===== src/rtl/agu_pkg.sv =====
// Shared encodings for the dual-bank address generator.
package agu_pkg;
    typedef enum logic [1:0] {
        UPD_NONE = 2'd0,
        UPD_INC  = 2'd1,
        UPD_DEC  = 2'd2,
        UPD_ADDN = 2'd3
    } upd_mode_e;

    typedef enum logic [1:0] {
        ACC_IDLE   = 2'd0,
        ACC_SINGLE = 2'd1,
        ACC_DUAL   = 2'd2,
        ACC_LONG   = 2'd3
    } acc_kind_e;

    typedef enum logic [1:0] {
        SEL_PTR  = 2'd0,
        SEL_OFS  = 2'd1,
        SEL_MOD  = 2'd2,
        SEL_NONE = 2'd3
    } reg_sel_e;
endpackage


===== src/rtl/agu_addr_calc.sv =====
// Post-update arithmetic for one pointer.
// Purely combinational: it takes a pointer, its offset and its modifier plus an
// update mode, and returns the next pointer value.
// Assumes that in modulo mode the step size is no larger than the modulus.
module agu_addr_calc
    import agu_pkg::*;
#(
    parameter int AW = 16
) (
    input  logic [AW-1:0] ptr_i,
    input  logic [AW-1:0] ofs_i,
    input  logic [AW-1:0] mod_i,
    input  upd_mode_e     mode_i,
    output logic [AW-1:0] next_o
);
    localparam int SW = AW + 2;

    logic [AW-1:0]        win_mask;
    logic signed [SW-1:0] step;
    logic signed [SW-1:0] offs_ext;
    logic signed [SW-1:0] mod_ext;
    logic signed [SW-1:0] moved;
    logic                 linear;

    // Build the window mask: fill every bit below the modifier's top set bit.
    always_comb begin
        win_mask = mod_i;
        for (int s = 1; s < AW; s = s * 2) begin
            win_mask = win_mask | (win_mask >> s);
        end
    end

    // Choose the signed step for the requested mode.
    always_comb begin
        case (mode_i)
            UPD_INC:  step = SW'(1);
            UPD_DEC:  step = -SW'(1);
            UPD_ADDN: step = {{2{ofs_i[AW-1]}}, ofs_i};
            default:  step = '0;
        endcase
    end

    assign linear   = (mod_i == {AW{1'b1}});
    assign offs_ext = $signed({2'b00, ptr_i & win_mask});
    assign mod_ext  = $signed({2'b00, mod_i});

    // Wrap the in-window offset once in either direction, then rebuild the pointer.
    always_comb begin
        moved = offs_ext + step;
        if (moved > mod_ext) begin
            moved = moved - mod_ext - SW'(1);
        end else if (moved < 0) begin
            moved = moved + mod_ext + SW'(1);
        end
        if (linear) begin
            next_o = ptr_i + step[AW-1:0];
        end else begin
            next_o = (ptr_i & ~win_mask) | moved[AW-1:0];
        end
    end

    // A +1 or -1 step that starts inside a modulo window stays inside it.
    always_comb begin
        if (!linear && (mode_i == UPD_INC || mode_i == UPD_DEC) &&
            ((ptr_i & win_mask) <= mod_i)) begin
            a_r5_stays_in_window: assert ((next_o & win_mask) <= mod_i);
        end
    end
endmodule


===== src/rtl/agu_regfile.sv =====
// Pointer, offset and modifier register file.
// The move port takes priority over the two post-update ports. The two
// post-update ports never target the same pointer in a legal dual access.
module agu_regfile
    import agu_pkg::*;
#(
    parameter int AW   = 16,
    parameter int NPTR = 8,
    parameter int IDXW = $clog2(NPTR)
) (
    input  logic                      clk,
    input  logic                      rst_n,
    input  logic                      mv_en,
    input  reg_sel_e                  mv_sel,
    input  logic [IDXW-1:0]           mv_idx,
    input  logic [AW-1:0]             mv_data,
    input  logic [1:0]                wb_en,
    input  logic [1:0][IDXW-1:0]      wb_idx,
    input  logic [1:0][AW-1:0]        wb_data,
    output logic [NPTR-1:0][AW-1:0]   ptr_q,
    output logic [NPTR-1:0][AW-1:0]   ofs_q,
    output logic [NPTR-1:0][AW-1:0]   mod_q
);
    for (genvar i = 0; i < NPTR; i++) begin : g_set
        logic hit;
        assign hit = mv_en && (mv_idx == IDXW'(i));

        // Pointer: a move first, then channel A write-back, then channel B.
        always_ff @(posedge clk) begin
            if (!rst_n) begin
                ptr_q[i] <= '0;
            end else if (hit && mv_sel == SEL_PTR) begin
                ptr_q[i] <= mv_data;
            end else if (wb_en[0] && wb_idx[0] == IDXW'(i)) begin
                ptr_q[i] <= wb_data[0];
            end else if (wb_en[1] && wb_idx[1] == IDXW'(i)) begin
                ptr_q[i] <= wb_data[1];
            end
        end

        // Offset register: loaded only by moves.
        always_ff @(posedge clk) begin
            if (!rst_n) begin
                ofs_q[i] <= '0;
            end else if (hit && mv_sel == SEL_OFS) begin
                ofs_q[i] <= mv_data;
            end
        end

        // Modifier register: resets to linear mode.
        always_ff @(posedge clk) begin
            if (!rst_n) begin
                mod_q[i] <= '1;
            end else if (hit && mv_sel == SEL_MOD) begin
                mod_q[i] <= mv_data;
            end
        end
    end

    // A pointer move lands even when a post-update competes for it.
    a_r9_move_wins: assert property (@(posedge clk) disable iff (!rst_n)
        ($past(rst_n) && $past(mv_en) && $past(mv_sel) == SEL_PTR)
        |-> ptr_q[$past(mv_idx)] == $past(mv_data));
endmodule


===== src/rtl/agu_hazard.sv =====
// Write-to-use tracker.
// It remembers which index a move touched in the previous cycle, and flags any
// pointer use of that index in the current cycle. Each cycle is one instruction.
module agu_hazard #(
    parameter int NPTR = 8,
    parameter int IDXW = $clog2(NPTR)
) (
    input  logic            clk,
    input  logic            rst_n,
    input  logic            mv_en,
    input  logic [IDXW-1:0] mv_idx,
    input  logic            use_a,
    input  logic [IDXW-1:0] a_idx,
    input  logic            use_b,
    input  logic [IDXW-1:0] b_idx,
    output logic            hazard_o
);
    logic            last_v;
    logic [IDXW-1:0] last_idx;

    // Record the previous cycle's move target.
    always_ff @(posedge clk) begin
        if (!rst_n) begin
            last_v   <= 1'b0;
            last_idx <= '0;
        end else begin
            last_v   <= mv_en;
            last_idx <= mv_idx;
        end
    end

    assign hazard_o = last_v && ((use_a && a_idx == last_idx) ||
                                 (use_b && b_idx == last_idx));

    // A use right after a move to the same index is flagged.
    a_r10_flag_after_move: assert property (@(posedge clk) disable iff (!rst_n)
        ($past(rst_n) && $past(mv_en) && use_a && a_idx == $past(mv_idx)) |-> hazard_o);
    // With no move in the previous cycle there is never a hazard.
    a_r10_quiet_without_move: assert property (@(posedge clk) disable iff (!rst_n)
        !$past(mv_en) |-> !hazard_o);
endmodule


===== src/rtl/agu_dual_bank.sv =====
// Dual-bank address generator top.
// It decodes the request kind, selects pointers, checks the bank and space rule
// for dual accesses, drives the X/Y address and strobe ports, and writes back
// post-updated pointers. Assumes the lower half of the indices is one bank and
// the upper half is the other.
module agu_dual_bank
    import agu_pkg::*;
#(
    parameter int AW   = 16,
    parameter int NPTR = 8,
    localparam int IDXW = $clog2(NPTR)
) (
    input  logic            clk,
    input  logic            rst_n,
    input  logic [1:0]      acc_kind,
    input  logic [IDXW-1:0] a_ptr,
    input  logic [1:0]      a_mode,
    input  logic            a_space,
    input  logic            a_write,
    input  logic [IDXW-1:0] b_ptr,
    input  logic [1:0]      b_mode,
    input  logic            b_space,
    input  logic            b_write,
    input  logic            mv_en,
    input  logic [1:0]      mv_sel,
    input  logic [IDXW-1:0] mv_idx,
    input  logic [AW-1:0]   mv_data,
    output logic [AW-1:0]   x_addr,
    output logic            x_en,
    output logic            x_we,
    output logic [AW-1:0]   y_addr,
    output logic            y_en,
    output logic            y_we,
    output logic            illegal,
    output logic            hazard
);
    acc_kind_e                kind;
    logic                     use_a;
    logic                     use_b;
    logic                     go;
    logic [NPTR-1:0][AW-1:0]  ptr_q;
    logic [NPTR-1:0][AW-1:0]  ofs_q;
    logic [NPTR-1:0][AW-1:0]  mod_q;
    logic [1:0][IDXW-1:0]     ch_idx;
    logic [1:0][1:0]          ch_mode;
    logic [1:0][AW-1:0]       ch_addr;
    logic [1:0][AW-1:0]       ch_next;
    logic [1:0]               wb_en;

    assign kind       = acc_kind_e'(acc_kind);
    assign use_a      = (kind != ACC_IDLE);
    assign use_b      = (kind == ACC_DUAL);
    assign illegal    = use_b && ((a_ptr[IDXW-1] == b_ptr[IDXW-1]) || (a_space == b_space));
    assign go         = use_a && !illegal;
    assign ch_idx[0]  = a_ptr;
    assign ch_idx[1]  = b_ptr;
    assign ch_mode[0] = a_mode;
    assign ch_mode[1] = b_mode;
    assign wb_en[0]   = go;
    assign wb_en[1]   = go && use_b;

    // One address calculator per channel.
    for (genvar c = 0; c < 2; c++) begin : g_ch
        assign ch_addr[c] = ptr_q[ch_idx[c]];
        agu_addr_calc #(.AW(AW)) u_calc (
            .ptr_i  (ch_addr[c]),
            .ofs_i  (ofs_q[ch_idx[c]]),
            .mod_i  (mod_q[ch_idx[c]]),
            .mode_i (upd_mode_e'(ch_mode[c])),
            .next_o (ch_next[c])
        );
    end

    agu_regfile #(.AW(AW), .NPTR(NPTR), .IDXW(IDXW)) u_regs (
        .clk     (clk),
        .rst_n   (rst_n),
        .mv_en   (mv_en),
        .mv_sel  (reg_sel_e'(mv_sel)),
        .mv_idx  (mv_idx),
        .mv_data (mv_data),
        .wb_en   (wb_en),
        .wb_idx  (ch_idx),
        .wb_data (ch_next),
        .ptr_q   (ptr_q),
        .ofs_q   (ofs_q),
        .mod_q   (mod_q)
    );

    agu_hazard #(.NPTR(NPTR), .IDXW(IDXW)) u_haz (
        .clk      (clk),
        .rst_n    (rst_n),
        .mv_en    (mv_en),
        .mv_idx   (mv_idx),
        .use_a    (use_a),
        .a_idx    (a_ptr),
        .use_b    (use_b),
        .b_idx    (b_ptr),
        .hazard_o (hazard)
    );

    // Steer the channel addresses and strobes onto the X and Y ports.
    always_comb begin
        x_addr = '0; x_en = 1'b0; x_we = 1'b0;
        y_addr = '0; y_en = 1'b0; y_we = 1'b0;
        if (go) begin
            if (kind == ACC_LONG) begin
                x_addr = ch_addr[0]; x_en = 1'b1; x_we = a_write;
                y_addr = ch_addr[0]; y_en = 1'b1; y_we = a_write;
            end else begin
                if (a_space) begin
                    y_addr = ch_addr[0]; y_en = 1'b1; y_we = a_write;
                end else begin
                    x_addr = ch_addr[0]; x_en = 1'b1; x_we = a_write;
                end
                if (kind == ACC_DUAL) begin
                    if (b_space) begin
                        y_addr = ch_addr[1]; y_en = 1'b1; y_we = b_write;
                    end else begin
                        x_addr = ch_addr[1]; x_en = 1'b1; x_we = b_write;
                    end
                end
            end
        end
    end

    // A rejected dual request drives no strobe.
    a_r7_illegal_silent: assert property (@(posedge clk) disable iff (!rst_n)
        illegal |-> (!x_en && !y_en && !x_we && !y_we));
    // A long access shows one enabled address on both spaces.
    a_r8_long_shared: assert property (@(posedge clk) disable iff (!rst_n)
        (acc_kind == 2'd3) |-> (x_en && y_en && x_addr == y_addr && x_we == y_we));
endmodule


===== config.mk =====
export PLATFORM = sky130hd
export DESIGN_NAME = agu_dual_bank
export DESIGN_NICKNAME = d
export VERILOG_FILES = /design/src/rtl/agu_pkg.sv /design/src/rtl/agu_addr_calc.sv /design/src/rtl/agu_regfile.sv /design/src/rtl/agu_hazard.sv /design/src/rtl/agu_dual_bank.sv
export SDC_FILE = /design/constraint.sdc
export NUM_CORES = 2
export LEC_CHECK = 0
export BUFFER_PORTS_ARGS = -buffer_cell sky130_fd_sc_hd__buf_2
export CAP_MARGIN = 20
export CORE_ASPECT_RATIO = 1.1
export CORE_UTILIZATION = 40
export CTS_CLUSTER_SIZE = 25
export DETAILED_ROUTE_END_ITERATION = 10
export GPL_ROUTABILITY_DRIVEN = 0
export HOLD_SLACK_MARGIN = 0.08
export SLEW_MARGIN = 30
export SYNTH_ARGS = -nofsm -noshare
export SYNTH_HDL_FRONTEND = slang
export SYNTH_HIERARCHICAL = 1
export SYNTH_SLANG_ARGS = --single-unit
export TNS_END_PERCENT = 50

===== constraint.sdc =====
create_clock -name clk -period 14.7 [get_ports clk]
set_input_delay 1.47 -clock clk [delete_from_list [all_inputs] [get_ports clk]]
set_output_delay 1.47 -clock clk [all_outputs]
set_load 0.02 [all_outputs]

======== After elaboration in Yosys (flattened, before gate mapping) ========
Index checks and enable logic that the tools add are counted.
operators by class
  mux-type cells .......................... 74
  equality and inequality tests ........... 37
  magnitude comparators ................... 6
  add/sub/neg operators ................... 12
  bitwise gates (word level) .............. 16
  reduce and logical (&&, ||, !) cells .... 70
operators by type and width
  cell                   number
  $mux 16                46
  $bmux 16 s3            6
  $pmux 18 s3            2
  $add 16x16->16         4
  $and 16x16->16         4
  $logic_and 1x1->1      54
  $add 17x18->18         2
  $eq 3x3->1 const B     12
  $gt 18x17->1           2
  $lt 18x1->1 const B    2
  $add 16x2->16 const B  2
  $eq 16x16->1 const B   2
  $not 16->16            2
  $or 16x12->16          2
  $or 16x14->16          2
  $or 16x15->16          2
  $or 16x16->16          2
  $or 16x8->16           2
  $sub 16x16->16         2
  $sub 16x2->16 const B  2
  $reduce_bool 3->1      8
  $mux 1                 20
  $eq 3x2->1 const B     6
  $eq 2x2->1 const B     7
  10 further kinds       20
word-level totals
  input port bits ......................... 40
  flip-flop bits (word level) ............. 388

======== Longest topological paths before layout ========
  depth in word-level cells ............... 17
  gate-level depth with buffers ........... 36
  mapped depth without buffers ............ 30

======== Modules after synthesis ========
The synthesis kept the hierarchy.
modules (own cells, without submodules)
  module                          instances  area each (um2)  cells an instance  sequential area each (um2)
  agu_regfile                     1          16095.4          1907               7687.4
  agu_dual_bank                   1          6352.3           448                0.0
  agu_addr_calc (g_ch[0].u_calc)  1          4042.6           575                0.0
  agu_addr_calc (g_ch[1].u_calc)  1          4006.3           561                0.0
  agu_hazard                      1          177.7            17                 80.1

======== Worst setup path after synthesis ========
No wires, ideal clock.
  path type ............................... input port to flip-flop
  start point ............................. in b_ptr[1]
  end point ............................... reg u_regs/ptr_q[71] (netlist bit)
  arrival time ............................ 8.857 ns
  path slack .............................. 5.751 ns
  stages on the path ...................... 36
  cell sequence ........................... buf_2 -> buf_2 -> buf_1 -> mux4_2 -> mux2_2 -> or4_1 -> clkbuf_1 -> nor3_1 -> nand2_1 -> nor3_1 -> nand2_1 -> nor4_1 -> nor2b_1 -> ha_1 -> fa_1 -> a21oi_1 -> o21a_1 -> o2111ai_1 -> a31oi_1 -> o21bai_1 -> xor2_1 -> ha_1 -> nor2b_1 -> nand2_1 -> nor3_1 -> a211oi_1 -> a41o_2 -> a211oi_2 -> or2_1 -> buf_6 -> o311ai_0 -> a32oi_1 -> buf_1 -> nand2_1 -> and3_1 -> o32ai_1
RTL lines
  element                        RTL line             RTL
  start, declared                agu_dual_bank.sv:20  input logic [IDXW-1:0] b_ptr,
  end signal, assigned by index  agu_regfile.sv:33    ptr_q[i] <= mv_data;
  end signal, assigned by index  agu_regfile.sv:35    ptr_q[i] <= wb_data[0];
  end signal, assigned by index  agu_regfile.sv:37    ptr_q[i] <= wb_data[1];
  end, declared                  agu_regfile.sv:20    output logic [NPTR-1:0][AW-1:0] ptr_q,

==> results.sh <==
export IMPL_grt_usage_pct=29.9
export IMPL_highest_layer="met4"
export IMPL_cts_hold_buf=0
export IMPL_ant_nets=0
export IMPL_nFillCells=7402
export IMPL_die_h_microns=292
export IMPL_hold_start="u_regs/ofs_q[125]$_SDFFE_PN0P_"
export IMPL_p_clk_share_pct=36.1
export IMPL_coreArea_sq_um=76000
export IMPL_cp_startpoint="b_ptr[1]"
export IMPL_numCtsBuffers=43
export IMPL_clk_pin_slew_ns=0.06
export IMPL_wirelength_microns=119000
export IMPL_placed_cells=4369
export IMPL_synthArstFlopShare_pct=0
export IMPL_synth_seq_area_share_pct=25.3
export IMPL_drt_pass1_iter_count=7
export IMPL_drc_errors=0
export IMPL_pwr_share_comb_pct=29.8
export IMPL_powerDensity_nw_per_um2=97.7
export IMPL_instances_no_fill=4452
export IMPL_cts_tree="built"
export IMPL_reg2reg_slack_ns=5.19
export IMPL_arrival_ns=11.51
export IMPL_max_freq_ghz=0.0908
export IMPL_routed_via_density=6.40
export IMPL_cpMostUsedCell="nand2_1"
export IMPL_final_hold_violation_count=0
export IMPL_grt_overflow=0
export IMPL_finalPower_uw=3230
export IMPL_hpwl_microns=81700
export IMPL_seq_area_sq_um=7770
export IMPL_fin_setup_tns_ns=0
export IMPL_die_x_microns=266
export IMPL_cts_setup_buffers=0
export IMPL_slew_headroom_pct=24.6
export IMPL_setup_viol=0
export IMPL_syn_inst=3508
export IMPL_synth_ff_type="dfxtp_1"
export IMPL_finClkSkew_ns=0.0229
export IMPL_met2_length_microns=52100
export IMPL_antenna_found_initial=1
export IMPL_clock_tree_root_cell="clkbuf_16"
export IMPL_multi_input_area_sq_um=21100
export IMPL_crit_fanout=53
export IMPL_p_sw_uw=1130
export IMPL_min_period_over_period_pct=75.0
export IMPL_status="complete, no violations"
export IMPL_numClockSinks=388
export IMPL_worstSkewPairLatency_ns=0.60
export IMPL_port_buffers=77
export IMPL_grt_pass1_vias=27000
export IMPL_p_leak_uw=0.0136
export IMPL_startpoint_type="input port"
export IMPL_synth_seq_cells=388
export IMPL_synth_top_area_share_pct=25.3
export IMPL_slowest_delay_ns=0.90
export IMPL_fin_nets=3572
export IMPL_fin_crit_ns=11.02
export IMPL_synth_fp_nets=3688
export IMPL_synth_area_leader_cell="dfxtp_1"
export IMPL_dieArea_sq_um=77800
export IMPL_area_delta_synth_final_pct=7.82
export IMPL_synth_distinct_cells=121
export IMPL_endpoint_kind="flip-flop"
export IMPL_fin_util_pct=43.5
export IMPL_drive_above_1_share_pct=16.8
export IMPL_syn_area_sq_um=30700
export IMPL_path_class="in2reg"
export IMPL_hold_class="reg2reg"
export IMPL_wl_met3_microns=12000
export IMPL_p_sw_share_pct=34.9
export IMPL_wl_met1_microns=47600
export IMPL_cp_slowest_cell="a32oi_1"
export IMPL_num_rows=106
export IMPL_grt_first_pass_wirelength_microns=175000
export IMPL_wl_per_cell_microns=26.8
export IMPL_synth_edf_count=0
export IMPL_ys_warnings_count=6
export IMPL_synth_avg_cell_area_sq_um=8.74
export IMPL_required_ns=15.19
export IMPL_slew_violations=0
export IMPL_rr_startpoint="u_regs/mod_q[77]$_SDFFE_PN1P_"
export IMPL_worst_pin_slew_ns=1.10
export IMPL_seqPwrFrac_pct=34.1
export IMPL_synthTopCellsByArea="dfxtp_1 (25%), mux4_2 (14%), nand2_1 (8.2%)"
export IMPL_cts_resized=0
export IMPL_htree_levels=2
export IMPL_ioPinCount=78
export IMPL_power_internal_uw=2100
export IMPL_grt_max_degree=108
export IMPL_cts_buffer_depth=3
export IMPL_max_cap_violations=0
export IMPL_drt_iter0_markers=3280
export IMPL_num_vias=28500
export IMPL_start_util_pct=40.4
export IMPL_rsz0062_at_grt="no"
export IMPL_peakVddDrop_v=0.000101
-- placed cells by master (no fill, tap or decap), types with 40 or more instances in the layout --
master,count
buf_4,64
or3_1,40
mux2i_1,147
nor2_1,105
a21oi_1,191
ha_1,132
clkbuf_16,43
o21ai_0,68
dfxtp_1,388
mux2_2,65
xnor2_1,56
o21a_1,44
inv_1,124
nand3_1,152
mux4_2,192
o221ai_1,82
nand2_1,669
a21boi_0,110
buf_2,71
-- registers in the layout, indices dropped and copies added, names as in the netlist --
name and count:
u_regs/mod_q 128, u_regs/ptr_q 128, u_regs/ofs_q 128, u_haz/last_v 1, u_haz/last_idx 3
-- cell usage after synthesis (all sizes together) (18+ instances only) --
master  count
or3        40
buf       136
mux2i     150
o221ai     82
nand2b     18
ha        132
o22ai      38
o21a       46
mux4      192
clkbuf    166
a21o       27
a21boi    135
nand4      19
dfxtp     388
xnor2      58
o21ai      80
nor3       41
nor2b      36
inv       125
a21oi     194
and3       23
nor2      116
mux2       67
and2       20
o21bai     24
a22oi      21
a32o       32
nand2     673
xor2       30
nand3     157
-- metrics by stage --
stage / setup WS, ns / instance area, sq um / hold slack (ns)
floorplan: 5.75 / 30700 / 0.442
global placement: 3.29 / 31400 / 0.450
detailed placement: 3.17 / 31500 / 0.455
CTS: 3.77 / 33000 / 0.463
global route: 3.13 / 33100 / 0.490
finish: 3.68 / 33100 / 0.460
-- critical path, delay by kind of cell --
| kind | cells | cell delay, ns |
|---|---|---|
| AO/OA/AOI/OAI | 11 | 3.50 |
| AND/OR/NAND/NOR | 13 | 3.36 |
| adder cells (fa/ha/maj) | 3 | 1.05 |
| buffers and inverters | 2 | 0.98 |
| multiplexers | 2 | 0.76 |
| XOR/XNOR | 1 | 0.31 |
-- cells by family after synthesis --
| group | count (synthesis) | synth area share [%] |
|---|---|---|
| and+or+nand+nor | 1216 | 18.3 |
| AOI/OAI and AO/OA | 839 | 20.1 |
| buffers and inverters | 428 | 6.31 |
| muxes | 409 | 21.5 |
| DFF | 388 | 25.3 |
| adders and majority gates | 140 | 5.91 |
| xor gates and xnor gates | 88 | 2.66 |
-- layout make-up --
class | count | area share [%]
well taps | 1026 | 3.88
inverters | 126 | 1.43
clock buffers | 61 | 3.79
repair buffers | 141 | 2.76
clock inverters | 17 | 0.700
multi-input cells | 2692 | 63.9
flip-flops and latches | 388 | 23.5
diodes | 1 | 0.00757
-- path summary, 6_finish.rpt --
path,to,cells after the start
max reg2reg,u_regs/ptr_q[71]$_SDFFE_PN0P_,30
max,u_regs/ptr_q[71]$_SDFFE_PN0P_,32
min,u_regs/ofs_q[125]$_SDFFE_PN0P_,2
min reg2reg,u_regs/ofs_q[125]$_SDFFE_PN0P_,2
-- power by group through the flow --
stage / combinational, uW / clock [uW] / sequential [uW]
5_1_grt: 1020 / 1210 / 1100
3_3_place_gp: 916 / 0 / 1120
2_1_floorplan: 662 / 0 / 1120
6_report: 963 / 1170 / 1100
4_1_cts: 923 / 1180 / 1100
3_5_place_dp: 918 / 0 / 1120
-- routing by layer --
layer / GRT usage, % / vias to the layer above
met2: 45.8 / 1605
met3: 6.15 / 383
met1: 39.1 / 13900
li1: - / 12700
met4: 17.1 / 0
met5: 0.126 / -
(Power assumes the default switching activity.)
